## config.mk

```make
export PLATFORM = sky130hd
export DESIGN_NAME = keyed_wdt
export DESIGN_NICKNAME = d
export VERILOG_FILES = /design/src/rtl/wdt_pkg.sv /design/src/rtl/wdt_regs.sv /design/src/rtl/wdt_counter.sv /design/src/rtl/keyed_wdt.sv
export SDC_FILE = /design/constraint.sdc
export NUM_CORES = 1
export LEC_CHECK = 0
export ABC_AREA = 0
export ABC_CLOCK_PERIOD_IN_PS = 800
export BUFFER_PORTS_ARGS = -buffer_cell sky130_fd_sc_hd__buf_2
export CORE_MARGIN = 2
export CORE_UTILIZATION = 25
export CTS_CLUSTER_DIAMETER = 80
export CTS_CLUSTER_SIZE = 28
export DETAILED_ROUTE_END_ITERATION = 6
export GPL_TIMING_DRIVEN = 0
export PLACE_DENSITY = 0.62
export SETUP_SLACK_MARGIN = 0.05
export SYNTH_ARGS = -nofsm -noshare
export SYNTH_HDL_FRONTEND = slang
export SYNTH_SLANG_ARGS = --single-unit
```

## constraint.sdc

```tcl
create_clock -name clk -period 0.8 [get_ports clk]
set_input_delay 0.04 -clock clk [delete_from_list [all_inputs] [get_ports clk]]
set_output_delay 0.04 -clock clk [all_outputs]
set_load 0.01 [all_outputs]
```

## src/rtl/wdt_pkg.sv

```systemverilog
package wdt_pkg;

  localparam int          WDT_CODE_W    = 4;
  localparam int          WDT_KEY_W     = 13;
  localparam int          WDT_KEY_LSB   = 1;
  localparam logic [12:0] WDT_KEY       = 13'h0a57;
  localparam int          WDT_MAX_TICKS = 32;
  localparam int          WDT_CNT_W     = $clog2(WDT_MAX_TICKS + 1);

  // Half-second ticks for an interval code; reserved codes saturate.
  function automatic int wdt_ticks(input logic [WDT_CODE_W-1:0] code);
    int c;
    c = int'(code);
    if (c > 11) c = 11;
    if (c == 0)
      return 1;
    else if (c <= 6)
      return 2 * c;
    else
      return 12 + 4 * (c - 6);
  endfunction

endpackage

```

## src/rtl/wdt_regs.sv

```systemverilog
module wdt_regs
  import wdt_pkg::*;
#(
  parameter int ADDR_W     = 8,
  parameter int DATA_W     = 32,
  parameter int ALT_LAYOUT = 0
) (
  input  logic                  clk,
  input  logic                  rst_n,
  input  logic                  bus_wr,
  input  logic [ADDR_W-1:0]     bus_addr,
  input  logic [DATA_W-1:0]     bus_wdata,
  output logic [DATA_W-1:0]     bus_rdata,
  output logic                  en_o,
  output logic                  rst_en_o,
  output logic [WDT_CODE_W-1:0] code_o,
  output logic                  restart_o
);

  localparam bit              USE_ALT  = (ALT_LAYOUT != 0);
  localparam logic [ADDR_W-1:0] CTRL_OFF = ADDR_W'(USE_ALT ? 'h10 : 'h00);
  localparam logic [ADDR_W-1:0] MODE_OFF = ADDR_W'(USE_ALT ? 'h18 : 'h04);
  localparam logic [ADDR_W-1:0] CFG_OFF  = ADDR_W'('h14);
  localparam int              CODE_LSB = USE_ALT ? 4 : 3;

  logic                  en_q, en_n;
  logic                  rst_en_q, rst_en_n;
  logic [WDT_CODE_W-1:0] code_q, code_n;
  logic                  restart_q, restart_n;
  logic                  key_ok;
  logic                  hit_ctrl, hit_mode, hit_cfg;
  logic                  cfg_we;
  logic                  unused_wdata;

  assign unused_wdata = ^bus_wdata;

  assign key_ok   = (bus_wdata[WDT_KEY_LSB +: WDT_KEY_W] == WDT_KEY) && bus_wdata[0];
  assign hit_ctrl = bus_wr && (bus_addr == CTRL_OFF);
  assign hit_mode = bus_wr && (bus_addr == MODE_OFF);
  assign hit_cfg  = USE_ALT && bus_wr && (bus_addr == CFG_OFF);
  assign cfg_we   = hit_mode || hit_cfg;

  // Next-state logic
  always_comb begin
    en_n      = en_q;
    rst_en_n  = rst_en_q;
    code_n    = code_q;
    restart_n = hit_ctrl && key_ok;
    if (hit_mode) begin
      en_n   = bus_wdata[0];
      code_n = bus_wdata[CODE_LSB +: WDT_CODE_W];
      if (!USE_ALT) rst_en_n = bus_wdata[1];
    end
    if (hit_cfg) rst_en_n = bus_wdata[0];
  end

  // State registers with explicit enable
  always_ff @(posedge clk or negedge rst_n) begin
    if (!rst_n) begin
      en_q     <= 1'b0;
      rst_en_q <= 1'b0;
      code_q   <= '0;
    end else if (cfg_we) begin
      en_q     <= en_n;
      rst_en_q <= rst_en_n;
      code_q   <= code_n;
    end
  end

  always_ff @(posedge clk or negedge rst_n) begin
    if (!rst_n) restart_q <= 1'b0;
    else        restart_q <= restart_n;
  end

  // Read mux, one variant per layout
  generate
    if (USE_ALT) begin : g_rd_alt
      always_comb begin
        bus_rdata = '0;
        if (bus_addr == MODE_OFF) begin
          bus_rdata[0]                     = en_q;
          bus_rdata[CODE_LSB +: WDT_CODE_W] = code_q;
        end else if (bus_addr == CFG_OFF) begin
          bus_rdata[0] = rst_en_q;
        end
      end
    end else begin : g_rd_dflt
      always_comb begin
        bus_rdata = '0;
        if (bus_addr == MODE_OFF) begin
          bus_rdata[0]                     = en_q;
          bus_rdata[1]                     = rst_en_q;
          bus_rdata[CODE_LSB +: WDT_CODE_W] = code_q;
        end
      end
    end
  endgenerate

  assign en_o      = en_q;
  assign rst_en_o  = rst_en_q;
  assign code_o    = code_q;
  assign restart_o = restart_q;

  AST_BAD_KEY_NO_RESTART: assert property (@(posedge clk) disable iff (!rst_n)
    (bus_wr && bus_addr == CTRL_OFF &&
     (bus_wdata[13:1] != 13'h0a57 || !bus_wdata[0])) |=> !restart_o);

  AST_CTRL_READS_ZERO: assert property (@(posedge clk) disable iff (!rst_n)
    (bus_addr == CTRL_OFF) |-> (bus_rdata == '0));

endmodule

```

## src/rtl/wdt_counter.sv

```systemverilog
module wdt_counter
  import wdt_pkg::*;
(
  input  logic                  clk,
  input  logic                  rst_n,
  input  logic                  tick,
  input  logic                  en,
  input  logic                  rst_en,
  input  logic [WDT_CODE_W-1:0] code,
  input  logic                  restart,
  output logic                  sys_rst
);

  logic [WDT_CNT_W-1:0] cnt_q, cnt_n, reload_val;
  logic                 en_d_q;
  logic                 sys_rst_q, sys_rst_n;
  logic                 reload, expire, cnt_we;

  assign reload_val = WDT_CNT_W'(wdt_ticks(code));
  assign reload     = en && (restart || !en_d_q);
  assign expire     = en && !reload && tick && (cnt_q <= WDT_CNT_W'(1));
  assign cnt_we     = reload || (en && tick);

  // Next-state logic
  always_comb begin
    cnt_n     = cnt_q;
    sys_rst_n = 1'b0;
    if (reload) begin
      cnt_n = reload_val;
    end else if (en && tick) begin
      if (expire) begin
        cnt_n     = reload_val;
        sys_rst_n = rst_en;
      end else begin
        cnt_n = cnt_q - WDT_CNT_W'(1);
      end
    end
  end

  always_ff @(posedge clk or negedge rst_n) begin
    if (!rst_n)      cnt_q <= '0;
    else if (cnt_we) cnt_q <= cnt_n;
  end

  always_ff @(posedge clk or negedge rst_n) begin
    if (!rst_n) begin
      en_d_q    <= 1'b0;
      sys_rst_q <= 1'b0;
    end else begin
      en_d_q    <= en;
      sys_rst_q <= sys_rst_n;
    end
  end

  assign sys_rst = sys_rst_q;

  AST_NO_RST_DISABLED: assert property (@(posedge clk) disable iff (!rst_n)
    !en |=> !sys_rst);

  AST_NO_RST_MASKED: assert property (@(posedge clk) disable iff (!rst_n)
    !rst_en |=> !sys_rst);

  AST_CNT_LOADED: assert property (@(posedge clk) disable iff (!rst_n)
    (en && en_d_q) |-> (cnt_q != '0));

  AST_CNT_RANGE: assert property (@(posedge clk) disable iff (!rst_n)
    cnt_q <= WDT_CNT_W'(WDT_MAX_TICKS));

  AST_RST_AFTER_TICK: assert property (@(posedge clk) disable iff (!rst_n)
    sys_rst |-> $past(tick));

endmodule

```

## src/rtl/keyed_wdt.sv

```systemverilog
module keyed_wdt
  import wdt_pkg::*;
#(
  parameter int ADDR_W     = 8,
  parameter int DATA_W     = 32,
  parameter int ALT_LAYOUT = 0
) (
  input  logic              clk,
  input  logic              rst_n,
  input  logic              tick_half_s,
  input  logic              bus_wr,
  input  logic [ADDR_W-1:0] bus_addr,
  input  logic [DATA_W-1:0] bus_wdata,
  output logic [DATA_W-1:0] bus_rdata,
  output logic              sys_rst
);

  logic                  rst_meta_q, rst_sync_q;
  logic                  en, rst_en, restart;
  logic [WDT_CODE_W-1:0] code;

  // Reset asserts at once and releases on a clock edge
  always_ff @(posedge clk or negedge rst_n) begin
    if (!rst_n) begin
      rst_meta_q <= 1'b0;
      rst_sync_q <= 1'b0;
    end else begin
      rst_meta_q <= 1'b1;
      rst_sync_q <= rst_meta_q;
    end
  end

  wdt_regs #(
    .ADDR_W    (ADDR_W),
    .DATA_W    (DATA_W),
    .ALT_LAYOUT(ALT_LAYOUT)
  ) regs_i (
    .clk      (clk),
    .rst_n    (rst_sync_q),
    .bus_wr   (bus_wr),
    .bus_addr (bus_addr),
    .bus_wdata(bus_wdata),
    .bus_rdata(bus_rdata),
    .en_o     (en),
    .rst_en_o (rst_en),
    .code_o   (code),
    .restart_o(restart)
  );

  wdt_counter cnt_i (
    .clk    (clk),
    .rst_n  (rst_sync_q),
    .tick   (tick_half_s),
    .en     (en),
    .rst_en (rst_en),
    .code   (code),
    .restart(restart),
    .sys_rst(sys_rst)
  );

endmodule

```

==> metrics.yaml <==
grtUsageTotal_pct: 11.31
cp_max_fo: 3
ant_nets: 0
hold_viol: 0
setup_viol: 19
layout-drive-gt1-share_pct: 56.17
wl_per_cell_um: 11.15
dr.pass1.iters: 4
route.detailed.drc: 0
synthSimpleGateAreaFrac_pct: 20.13
p_per_area_nw_per_um2: 1539
cts_buffers: 3
synth-xor-area-share_pct: 0.6554
tightest_slew_ns: 0.5998
slowest_delay_ns: 0.40
crit_slowest_cell: "dfrtp_1"
die_y_um: 77.11
cap_violations: 0
yosys_register_bits: 17
initial_utilization_pct: 26.00
antennaDiodeCount: 0
synth_enable_flop_cells: 0
die_area_sq_um: 5946
slew_headroom_pct: 60.01
crit_start: "regs_i.code_o[2]"
grt_pass1_vias: 1230
grt_max_degree: 16
clk_pin_slew_ns: 0.07
grt-ovfl-total: 0
fin_crit_sh_pct: 227.2
postSynthAreaPerCell_sq_um: 8.850
die_w_um: 77.11
fin_util_pct: 42.62
ys_seq_area_share_pct: 31.84
crit_chain: "nor2b_1 -> buf_4 -> buf_4 -> ha_4 -> nor2b_1 -> o21ai_1 -> o311ai_2 -> nor2_1 -> a221o_1"
clkLatencyLatePin_ns: 0.25
clk_path_buf_depth: 2
viasPerCell: 4.266
core.rowCount: 26
leakage_nw: 1.073
r2r-start: "regs_i.code_o[2]"
hold_depth: 2
startpoint_type: "register"
period_minus_slack_ns: 1.817
synth_fa_ha_area_share_pct: 6.554
crit_type: "reg -> reg"
cts_tree: "yes"
routed.top_layer: "met4"
clock.fmax_ghz: 0.5502
areaGrowthSynthToFinish_pct: 63.95
nets: 287
cp_num_buf_inv: 2
skew_ns: 0.003468
synthArstFlopShare_pct: 100.0
synth_top_family_by_area: "simple AND/OR/NAND/NOR gates"
drv_slew: 0
wl_met3_um: 254
gp_congestion: 0.8048
cp.required_ns: 0.94
ys.warnings.count: 0
end_kind: "register"
synth_cell_types: 40
synthMuxAreaShare_pct: 5.056
wl_met2_mm: 1.731
synth-compound-area-share_pct: 16.67
synth_area_sq_um: 1336
ioPinCount: 77
port_buffers: 32
clockRootBuffer: "clkbuf_8"
met1_length_mm: 1.404
ir_worst_vdd_v: 0.0005834
cp_top_family: "compound AO/OA/AOI/OAI gates"
synthFlopType: "dfrtp_1"
cp.depth: 9
reg2reg_depth: 9
min-delay-start: "bus_wdata[3]"
cts.sinks: 17
dp_hpwl_mm: 2.344
status: "finished, violations left"
core_sq_um: 5140
rsz0062_at_grt: "true"
wl_mm: 3.402
layout_setup_ws_ns: -1.017
vias: 1301
arrival_ns: 1.95
hold_class: "in -> reg"
h-tree-depth: 1
violations: "negative setup slack"
antenna_found_initial: 0
synth_cells: 151
grt_pass1_wl_mm: 5.464
drtIter0Drc: 31
worst_hold_slack_ns: 0.02346
cell usage in the layout (no fill, tap or decap), types with 4 or more instances in the layout:
cell,n
ha_4,4
conb_1,27
clkbuf_8,4
dfrtp_1,15
o21ai_1,5
buf_6,9
a21oi_1,4
buf_2,28
buf_4,45
inv_2,5
nor2_1,8
o21ai_0,6
mux2_4,6
report_power, final:
| group | leakage, nW | total (mW) | switching, mW | internal, mW |
|---|---|---|---|---|
| logic | 0.831 | 1.53 | 0.729 | 0.802 |
| registers | 0.220 | 1.18 | 0.162 | 1.02 |
| clock network | 0.0217 | 0.656 | 0.305 | 0.350 |
worst reg2reg max path: stages (launching register included):
cell	delay (ns)
dfrtp_1	0.40
nor2b_1	0.14
buf_4	0.13
buf_4	0.14
ha_4	0.26
nor2b_1	0.12
o21ai_1	0.07
o311ai_2	0.08
nor2_1	0.08
a221o_1	0.27
cells by family (layout without fill, tap and decap cells):
group | count (synthesis) | count (layout)
AOI/OAI and AO/OA | 34 | 34
adders and majority gates | 7 | 7
buffers and inverters | 40 | 99
other | 2 | 27
xor gates and xnor gates | 1 | 1
muxes | 6 | 6
and+or+nand+nor | 44 | 44
DFF | 17 | 17
layout make-up:
type	instances	area [sq um]
fill	514	2949
multi-input combinational	119	964.7
sequential	17	427.9
timing repair buffer	56	386.6
buffer	29	231.5
tap	70	87.58
inverter	10	43.79
clock buffer	3	41.29
clock inverter	1	7.507
cell usage after synthesis, types with 2 or more instances:
| library cell | count | area, sq um |
|---|---|---|
| ha_1 | 7 | 87.58 |
| nor2b_1 | 4 | 25.02 |
| nor4bb_1 | 3 | 30.03 |
| nor2_1 | 10 | 37.54 |
| nand2_1 | 5 | 18.77 |
| inv_1 | 10 | 37.54 |
| conb_1 | 2 | 7.510 |
| buf_4 | 26 | 195.2 |
| a32oi_1 | 2 | 17.52 |
| nor4_1 | 4 | 25.02 |
| clkbuf_1 | 3 | 11.26 |
| dfrtp_1 | 17 | 425.4 |
| o21ai_0 | 11 | 55.05 |
| mux2_1 | 6 | 67.56 |
| and2_1 | 3 | 18.77 |
| a221o_1 | 2 | 20.02 |
| and4b_1 | 2 | 20.02 |
| a21oi_1 | 7 | 35.03 |
| nor3_1 | 6 | 30.03 |
metal layers:
layer / track usage [%] / vias up
met1: 13.03 / 588
li1: - / 651
met2: 20.53 / 60
met4: 2.143 / 0
met3: 3.647 / 2
met5: 0 / -
per-stage QoR:
stage / setup slack [ns] / instances / TNS (ns) / area [sq um] / total power [mW]
finish: -1.017 / 305 / -9.631 / 2191 / 3.371
detailed placement: -1.212 / 278 / -11.39 / 1823 / 2.240
global placement: -1.152 / 278 / -11.01 / 1823 / 2.213
global route: -1.102 / 305 / -11.11 / 2191 / 3.578
CTS: -1.056 / 301 / -9.972 / 2122 / 3.130
floorplan: -1.040 / 176 / -7.907 / 1575 / 2.001
path summary, 6_finish.rpt:
path                                         end  slack [ns]
max in group asynchronous            regs_i.en_o        0.13
worst max-delay path              cnt_i.cnt_q[4]       -1.02
worst min register to register    cnt_i.cnt_q[1]        0.25
worst max register to register    cnt_i.cnt_q[4]       -1.02
worst min-delay path            regs_i.code_o[0]        0.02
min in group asynchronous             rst_sync_q        0.09
state kept, by name, indices dropped and copies added (netlist names):
name              flops
cnt_i.cnt_q           6
cnt_i.en_d_q          1
rst_meta_q            1
rst_sync_q            1
cnt_i.sys_rst         1
regs_i.code_o         4
regs_i.restart_o      1
regs_i.rst_en_o       1
regs_i.en_o           1
timing repair:
item                                    in CTS  in global routing
buffers inserted                            19                  5
pin swaps                                   11                 10
endpoints found under the setup margin      20                 35
gates resized for setup                     27                 14
endpoints found under the hold margin        2                  0
hold buffers                                 1                  0
(Power assumes the default switching activity.)
